--- config.mk ---
export PLATFORM = sky130hd
export DESIGN_NAME = btb_ras_top
export DESIGN_NICKNAME = d
export VERILOG_FILES = /design/src/rtl/btb_pkg.sv /design/src/rtl/btb_table.sv /design/src/rtl/btb_ras.sv /design/src/rtl/btb_ras_top.sv
export SDC_FILE = /design/constraint.sdc
export NUM_CORES = 2
export LEC_CHECK = 0
export BUFFER_PORTS_ARGS = -buffer_cell sky130_fd_sc_hd__buf_2
export CORE_MARGIN = 2
export CORE_UTILIZATION = 30
export CTS_BUF_LIST = sky130_fd_sc_hd__clkbuf_8
export CTS_CLUSTER_SIZE = 10
export DETAILED_ROUTE_END_ITERATION = 7
export GPL_TIMING_DRIVEN = 1
export PLACE_DENSITY = 0.52
export SLEW_MARGIN = 0
export SYNTH_ARGS = -nofsm -noshare
export SYNTH_HDL_FRONTEND = slang
export SYNTH_SLANG_ARGS = --single-unit
export TNS_END_PERCENT = 50
--- constraint.sdc ---
create_clock -name clk -period 10.55 [get_ports clk]
set_input_delay 0.5275 -clock clk [delete_from_list [all_inputs] [get_ports clk]]
set_output_delay 0.5275 -clock clk [all_outputs]
set_load 0.05 [all_outputs]
--- src/rtl/btb_pkg.sv ---
package btb_pkg;
  typedef enum logic [1:0] {
    BR_PLAIN = 2'b00,
    BR_CALL  = 2'b01,
    BR_RET   = 2'b10
  } br_kind_e;
endpackage

--- src/rtl/btb_table.sv ---
module btb_table #(
  parameter int ADDR_W = 32,
  parameter int IDX_W  = 6
) (
  input  logic              clk,
  input  logic              rst,
  input  logic [ADDR_W-1:0] lk_pc,
  output logic              lk_hit,
  output logic [ADDR_W-1:0] lk_target,
  output logic [1:0]        lk_kind,
  input  logic              wr_en,
  input  logic              inv_en,
  input  logic [ADDR_W-1:0] wr_pc,
  input  logic [ADDR_W-1:0] wr_target,
  input  logic [1:0]        wr_kind
);
  localparam int ENTRIES = 1 << IDX_W;
  localparam int TAG_W   = ADDR_W - IDX_W - 2;

  logic [TAG_W-1:0]  tag_mem  [ENTRIES];
  logic [ADDR_W-1:0] tgt_mem  [ENTRIES];
  logic [1:0]        kind_mem [ENTRIES];
  logic [ENTRIES-1:0] vld;

  logic [IDX_W-1:0] lk_idx, wr_idx;
  logic [TAG_W-1:0] lk_tag, wr_tag;

  assign lk_idx = lk_pc[IDX_W+1:2];
  assign lk_tag = lk_pc[ADDR_W-1:IDX_W+2];
  assign wr_idx = wr_pc[IDX_W+1:2];
  assign wr_tag = wr_pc[ADDR_W-1:IDX_W+2];

  // Payload storage: no reset, one write port, asynchronous reads.
  always_ff @(posedge clk) begin
    if (wr_en) begin
      tag_mem[wr_idx]  <= wr_tag;
      tgt_mem[wr_idx]  <= wr_target;
      kind_mem[wr_idx] <= wr_kind;
    end
  end

  // Valid bits live in flops so reset clears the whole table at once.
  always_ff @(posedge clk) begin
    if (rst) begin
      vld <= '0;
    end else if (wr_en) begin
      vld[wr_idx] <= 1'b1;
    end else if (inv_en && vld[wr_idx] && (tag_mem[wr_idx] == wr_tag)) begin
      vld[wr_idx] <= 1'b0;
    end
  end

  assign lk_hit    = vld[lk_idx] && (tag_mem[lk_idx] == lk_tag);
  assign lk_target = tgt_mem[lk_idx];
  assign lk_kind   = kind_mem[lk_idx];
endmodule

--- src/rtl/btb_ras.sv ---
module btb_ras #(
  parameter int ADDR_W = 32,
  parameter int DEPTH  = 8
) (
  input  logic                         clk,
  input  logic                         rst,
  input  logic                         push,
  input  logic [ADDR_W-1:0]            push_val,
  input  logic                         pop,
  output logic [ADDR_W-1:0]            top,
  output logic [$clog2(DEPTH+1)-1:0]   count
);
  localparam int PTR_W = (DEPTH > 1) ? $clog2(DEPTH) : 1;
  localparam int CNT_W = $clog2(DEPTH+1);

  logic [ADDR_W-1:0] mem [DEPTH];
  logic [PTR_W-1:0]  wr_ptr, ptr_inc, ptr_dec;

  assign ptr_inc = (wr_ptr == PTR_W'(DEPTH-1)) ? '0 : wr_ptr + PTR_W'(1);
  assign ptr_dec = (wr_ptr == '0) ? PTR_W'(DEPTH-1) : wr_ptr - PTR_W'(1);

  // Circular buffer: a push on a full stack overwrites the oldest slot.
  always_ff @(posedge clk) begin
    if (push) mem[wr_ptr] <= push_val;
  end

  always_ff @(posedge clk) begin
    if (rst) begin
      wr_ptr <= '0;
      count  <= '0;
    end else if (push) begin
      wr_ptr <= ptr_inc;
      if (count != CNT_W'(DEPTH)) count <= count + CNT_W'(1);
    end else if (pop && (count != '0)) begin
      wr_ptr <= ptr_dec;
      count  <= count - CNT_W'(1);
    end
  end

  assign top = mem[ptr_dec];
endmodule

--- src/rtl/btb_ras_top.sv ---
module btb_ras_top #(
  parameter int ADDR_W    = 32,
  parameter int IDX_W     = 6,
  parameter int RAS_DEPTH = 8
) (
  input  logic              clk,
  input  logic              rst,
  input  logic [ADDR_W-1:0] fetch_pc,
  output logic              pred_hit,
  output logic              pred_taken,
  output logic [ADDR_W-1:0] pred_target,
  input  logic              upd_valid,
  input  logic [ADDR_W-1:0] upd_pc,
  input  logic              upd_taken,
  input  logic [ADDR_W-1:0] upd_target,
  input  logic [1:0]        upd_kind
);
  import btb_pkg::*;
  localparam int CNT_W = $clog2(RAS_DEPTH+1);

  logic              tbl_hit;
  logic [ADDR_W-1:0] tbl_target;
  logic [1:0]        tbl_kind;
  logic [ADDR_W-1:0] ras_top;
  logic [CNT_W-1:0]  ras_cnt;
  logic [ADDR_W-1:0] seq_pc;
  logic              do_push, do_pop;

  assign do_push = upd_valid && (upd_kind == BR_CALL);
  assign do_pop  = upd_valid && (upd_kind == BR_RET);

  btb_table #(.ADDR_W(ADDR_W), .IDX_W(IDX_W)) u_table (
    .clk       (clk),
    .rst       (rst),
    .lk_pc     (fetch_pc),
    .lk_hit    (tbl_hit),
    .lk_target (tbl_target),
    .lk_kind   (tbl_kind),
    .wr_en     (upd_valid && upd_taken),
    .inv_en    (upd_valid && !upd_taken),
    .wr_pc     (upd_pc),
    .wr_target (upd_target),
    .wr_kind   (upd_kind)
  );

  btb_ras #(.ADDR_W(ADDR_W), .DEPTH(RAS_DEPTH)) u_ras (
    .clk      (clk),
    .rst      (rst),
    .push     (do_push),
    .push_val (upd_pc + ADDR_W'(4)),
    .pop      (do_pop),
    .top      (ras_top),
    .count    (ras_cnt)
  );

  assign seq_pc = fetch_pc + ADDR_W'(4);

  always_comb begin
    pred_hit    = 1'b0;
    pred_target = seq_pc;
    if (tbl_hit) begin
      if (tbl_kind == BR_RET) begin
        if (ras_cnt != '0) begin
          pred_hit    = 1'b1;
          pred_target = ras_top;
        end
      end else begin
        pred_hit    = 1'b1;
        pred_target = tbl_target;
      end
    end
  end

  assign pred_taken = pred_hit;
endmodule

== Word-level counts from Yosys, hierarchy flattened ==
Memories as Yosys holds them, arrays and structs flattened.
Index checks and enable logic that the tools add are counted.

* Input port bits: 102
* Memories kept: 4
* Bits in writable memories: 3,968
* Register bits: 71
* Output and inout bits: 34
* Word-level logic and storage cells: 67

{| class="wikitable"
|+ Memories
! memory !! depth !! bits a word !! rd ports !! clocked after Yosys merged registers in !! wr ports !! line !! RTL
|-
| u_table.tgt_mem || 64 || 32 || 1 || 0 || 1 || btb_table.sv:21 || <nowiki>logic [ADDR_W-1:0] tgt_mem [ENTRIES];</nowiki>
|-
| u_table.tag_mem || 64 || 24 || 2 || 0 || 1 || btb_table.sv:20 || <nowiki>logic [TAG_W-1:0] tag_mem [ENTRIES];</nowiki>
|-
| u_ras.mem || 8 || 32 || 1 || 0 || 1 || btb_ras.sv:16 || <nowiki>logic [ADDR_W-1:0] mem [DEPTH];</nowiki>
|-
| u_table.kind_mem || 64 || 2 || 1 || 0 || 1 || btb_table.sv:22 || <nowiki>logic [1:0] kind_mem [ENTRIES];</nowiki>
|}

* Reductions and logical operators: 15
* Bitwise logic cells: 3
* Muxes and demuxes: 25
* Order comparisons: 3
* $add $sub $neg: 6
* Equal/unequal tests: 8

{| class="wikitable"
|+ Operator list
! cell !! count
|-
| $mux W64 || 2
|-
| $mux W32 || 3
|-
| $add A32 B3 Y32 const B || 2
|-
| $and A64 B64 Y64 || 1
|-
| $not A64 Y64 || 1
|-
| $or A64 B64 Y64 || 1
|-
| $eq A24 B24 Y1 || 2
|-
| $lt A6 B7 Y1 const B || 2
|-
| $bmux W1 S6 || 2
|-
| $mux W3 || 4
|-
| $mux W4 || 3
|-
| $mux W1 || 10
|-
| $logic_and A1 B1 Y1 || 9
|-
| $demux W1 S6 || 1
|-
| $ge A6 B1 Y1 const B || 1
|-
| $add A4 B1 Y4 const B || 1
|-
| $eq A2 B2 Y1 const B || 2
|-
| $ne A4 B4 Y1 const B || 1
|-
| $reduce_bool A2 Y1 || 2
|-
| $reduce_bool A4 Y1 || 1
|-
| $sub A4 B1 Y4 const B || 1
|-
| $add A3 B1 Y3 const B || 1
|-
| $eq A3 B3 Y1 const B || 1
|-
| $logic_not A3 Y1 || 1
|-
| 5 further kinds || 5
|}

== Longest topological paths before layout ==
* Depth after elaboration: 8
* Depth in mapped cells: 18
* Gate-level depth less buffers: 11

== Cells and area by module ==
Synthesis repeated with hierarchy kept, for this count alone.

* Cell total of the unflattened synthesis: 8,123
* Area total of the unflattened synthesis: 170,140.7 um2

{| class="wikitable"
|+ By module, submodules not included
! module !! times used !! area each (um2) !! cells each !! sequential area each (um2)
|-
| btb_table || 1 || 158,079.1 || 7,370 || 112,748.1
|-
| btb_ras || 1 || 10,169.8 || 443 || 7,827.5
|-
| btb_ras_top || 1 || 1,891.8 || 310 || 0.0
|}

== Worst setup path after synthesis ==
Ideal clock, no wire load.

* Path kind: input -> register
* Start: input upd_pc[4]
* End: memory u_table.kind_mem[63][0] (enable)
* Slack: 4.079 ns
* Arrival time: 5.923 ns
* Setup time: 0.547 ns
* Data required time: 10.003 ns
* Stages on the path: 7
* Path through: buf_2 > buf_2 > buf_2 > buf_1 > buf_1 > nand2_1 > nor3_1

{| class="wikitable"
|+ RTL lines
! what !! line !! RTL
|-
| start, declared || btb_ras_top.sv:13 || <nowiki>input logic [ADDR_W-1:0] upd_pc,</nowiki>
|-
| end, declared || btb_table.sv:22 ||
|}

Straight into the memory's write port.

== Worst setup path in the final report ==
* Start: input fetch_pc[3]
* End: output pred_target[8]

* Word-level cells in the longest chain between the ends: 4
* Elaborated cells on any way between the ends: 12
* Those cells by class: 1 x add/sub; 2 x eq/ne; 5 x mux; 1 x reduce/logical; 3 x memory

{| class="wikitable"
|+ Ends and longest elaborated chain
! what !! line !! RTL
|-
| start, declared || btb_ras_top.sv:8 || <nowiki>input logic [ADDR_W-1:0] fetch_pc,</nowiki>
|-
| $add A32 B3 Y32 (tied with other cells) || btb_ras_top.sv:56 || <nowiki>assign seq_pc = fetch_pc + ADDR_W'(4);</nowiki>
|-
| $mux W32 (tied with other cells) || btb_ras_top.sv:63 || <nowiki>if (ras_cnt != '0) begin</nowiki>
|-
| $mux W32 / $logic_and A1 B1 Y1 (equally long branches) || btb_ras_top.sv:62, btb_table.sv:53 ||
|-
| $mux W32 (*) || btb_ras_top.sv:61 || <nowiki>if (tbl_hit) begin</nowiki>
|-
| end, declared || btb_ras_top.sv:11 || <nowiki>output logic [ADDR_W-1:0] pred_target,</nowiki>
|}

Mark *: on every way between the ends. The rest lies on a longest branch, timed or not. The select of a mux whose other input is x is not followed.

==> out/summary.txt <==
Max Slew Vio Count - 0
# Post-CTS Setup Buffers - 0
global placement routability congestion - 0.907
Die X-Extent - 754 um
CTS max path bufs - 4
critical-path cell list - buf_8 -> buf_12 -> buf_4 -> mux4_2 -> mux2i_1 -> a21oi_1 -> a311oi_1 -> buf_4 -> xnor2_1 -> and4bb_2 -> nand4_1 -> buf_4 -> nand2b_2 -> o2bb2ai_1 -> buf_4 -> buf_2
Die H - 754 um
Num CTS Buffers - 647
YS warnings - 0
vias in the first global route - 97300
clock root cell - clkbuf_8
CP endpoint kind - primary output
RSZ-0062 raised after global routing - no
Layout Nets - 8888
crit share post-route - 0.749
commonest non-fill, non-tap cell in the layout - edfxtp_1
Sink Count - 4039
CTS resizes - 0
first-pass GRT wire length - 871 mm
WL/cell - 39.1 um
post-route clock skew - 0.0780 ns
Top-Level Pins - 136
port buffer count - 135
share of layout cells above drive strength 1 - 0.292
PD cells - 171 nW/um^2
measured slew at the worst slew-check pin - 1.44 ns
clock transition time at the flip-flop clock pins of the worst setup and hold paths - 0.06 ns
total routed wirelength - 656 mm
most frequent cell on the critical path - buf_4
Area growth, synth to finish - 13.8%
CP arrival - 7.37 ns
Fillers - 52400
type of origin of the critical path - primary input
syn nets - 8287
Detailed Route Iter0 Violations - 16800
Hold Path Class - primary input to register
# Max-Cap Violations - 0
Synth Flop Type - edfxtp_1
vias per inst - 5.91
critical path's largest stage delay - 0.88 ns
cell area after synthesis - 169000 um^2
Setup CP Type - primary input to primary output
all-layer global routing usage - 0.223
initial antenna violation count - 78
endpoints failing hold - 0
post-place instance area - 180000 um^2
Worst-Skew Late Latency - 1.29 ns
crit path time final - 7.90 ns
status - finished clean
post-detail-place hpwl - 367 mm
Post-Syn Instances - 8176
Synth Register Bits - 4039
via count - 99200
Unique masters post-synth - 82
Buf+Inv Stages, Crit Path - 7
largest net degree at the start of global routing - 109
f_max - 127 MHz
syn avg cell area - 20.6 um^2
# setup viols final - 0
First-pass DRT Iterations - 8
post-route setup TNS - 0 ns
EDFF count, synth - 3968
CTS H-tree lvls - 6
CTS tree - done
CP max stage cell - a311oi_1
CP Max Fanout - 108
Slew headroom - 0.0409
Synth async-reset ratio - 0
Starting Density - 0.301
DRC errors left - 0
die area - 568000 um^2
LEAKAGE - 59.3 nW
# rows - 275
post-route ant nets - 0
Peak VDD IR - 0.000130 V
total gr overflow - 0
Worst EP required - 10.02 ns
final instance area - 192000 um^2
CP top delay family - buffers and inverters
commonest non-fill, non-tap cells in the layout - edfxtp_1 (3968), mux4_2 (1300), clkbuf_8 (662)
core footprint - 561000 um^2
Seq/Total Area, Yosys - 0.715
==> per-layer routing <==
layer	wire, um	up-vias	GRT usage	part of all wire
met5	166	-	0	0.00025
met2	293000	7239	0.338	0.45
met1	250000	53800	0.295	0.38
met4	38100	22	0.110	0.058
li1	-	36500	-	-
met3	74900	1659	0.0629	0.11
==> Yosys cell counts, types with 9 or more instances <==
library cell	count	area [um^2]
a211oi_1	58	435
nand2_1	139	522
buf_2	173	866
xor2_1	25	219
clkbuf_1	266	998
buf_6	17	191
mux2i_1	422	4220
o21ai_0	72	360
a31oi_1	18	113
xnor2_1	70	613
nand3_1	52	260
dfxtp_1	71	1420
mux4_2	1300	29300
a32oi_1	27	236
nor3_1	58	290
buf_4	45	338
a22o_1	19	166
a21oi_1	107	536
a221oi_1	81	709
and3_1	18	113
o2bb2ai_1	13	114
nor2b_1	26	163
a2111oi_0	11	96.3
nor2_1	243	912
o221ai_1	80	701
a41oi_1	23	201
a32o_1	16	160
o211ai_1	52	390
nand4_1	19	119
mux2_2	28	315
edfxtp_1	3968	119000
o22ai_1	118	738
nor4_1	40	250
buf_1	73	274
or2_2	33	206
and3b_1	9	78.8
a22oi_1	188	1410
inv_1	43	161
==> worst register-to-register path: stages (launching register included) <==
cell	delay, ns
edfxtp_1	0.40
mux4_2	0.48
mux2i_1	0.24
o22ai_1	0.14
nor4_1	0.66
xnor2_1	0.42
nor4_1	0.84
nand4_1	0.39
nor4_4	0.34
buf_4	0.62
nand3_1	0.22
a32o_1	0.31
==> per-stage QoR <==
| stage | total power, mW | utilization | hold slack (ns) | setup WS (ns) | instances |
|---|---|---|---|---|---|
| after global routing | 33.7 | 0.342 | 0.107 | 2.62 | 16800 |
| final | 32.8 | 0.342 | 0.0973 | 2.65 | 16800 |
| after detailed placement | 20.5 | 0.321 | 0.506 | 2.73 | 15500 |
| after CTS | 32.9 | 0.342 | 0.000256 | 2.72 | 16700 |
| after global placement | 20.5 | 0.321 | 0.500 | 2.82 | 15500 |
| after floorplan | 19.4 | - | 0.467 | 4.08 | 8176 |
==> registers in the layout, summed over array words and instances (netlist names), named ones only <==
signal and cells:
u_table.tgt_mem 2048, u_table.tag_mem 1536, u_ras.wr_ptr 3, u_ras.mem 256, u_ras.count 4, u_table.kind_mem 128
==> where the power goes <==
group | switching (mW) | internal (mW)
clock network | 6.46 | 6.08
logic | 1.69 | 0.854
registers | 0.0256 | 17.7
==> layout make-up <==
cell class | count | area [um^2] | area share
Sequential cell | 4039 | 121000 | 0.628
Multi-Input combinational cell | 3517 | 45900 | 0.239
Tap cell | 7479 | 9360 | 0.0488
Clock buffer | 661 | 9100 | 0.0474
Timing Repair Buffer | 526 | 4270 | 0.0222
Clock inverter | 469 | 2360 | 0.0123
Inverter | 46 | 193 | 0.00100
Antenna cell | 57 | 143 | 0.000743
==> worst paths after layout <==
check,startpoint,to,slack (ns),depth (start not counted)
worst max-delay path,fetch_pc[3],pred_target[8],2.65,16
worst min-delay path,upd_pc[17],u_table.tag_mem[16][9]$_DFFE_PP_,0.1,3
worst max register to register,u_table.tag_mem[53][10]$_DFFE_PP_,register,5.35,11
worst min register to register,register,register,0.52,2
==> kinds of logic (layout without fill, tap and decap cells) <==
group	Yosys count	in the layout	synth area share
other	0	57	0
buffers and inverters	620	1702	0.0168
XOR/XNOR	95	95	0.00493
multiplexers	1750	1750	0.200
adder cells (fa/ha/maj)	9	9	0.000712
flip-flops	4039	4039	0.715
AO/OA/AOI/OAI	948	948	0.0411
AND/OR/NAND/NOR	715	715	0.0211
==> timing repair <==
| item | 4_1_cts | 5_1_grt |
|---|---|---|
| hold buffers | 60 | 0 |
| endpoints found under the hold margin | 2682 | 0 |
| endpoints found under the setup margin | 0 | 0 |
(Power assumes the default switching activity.)
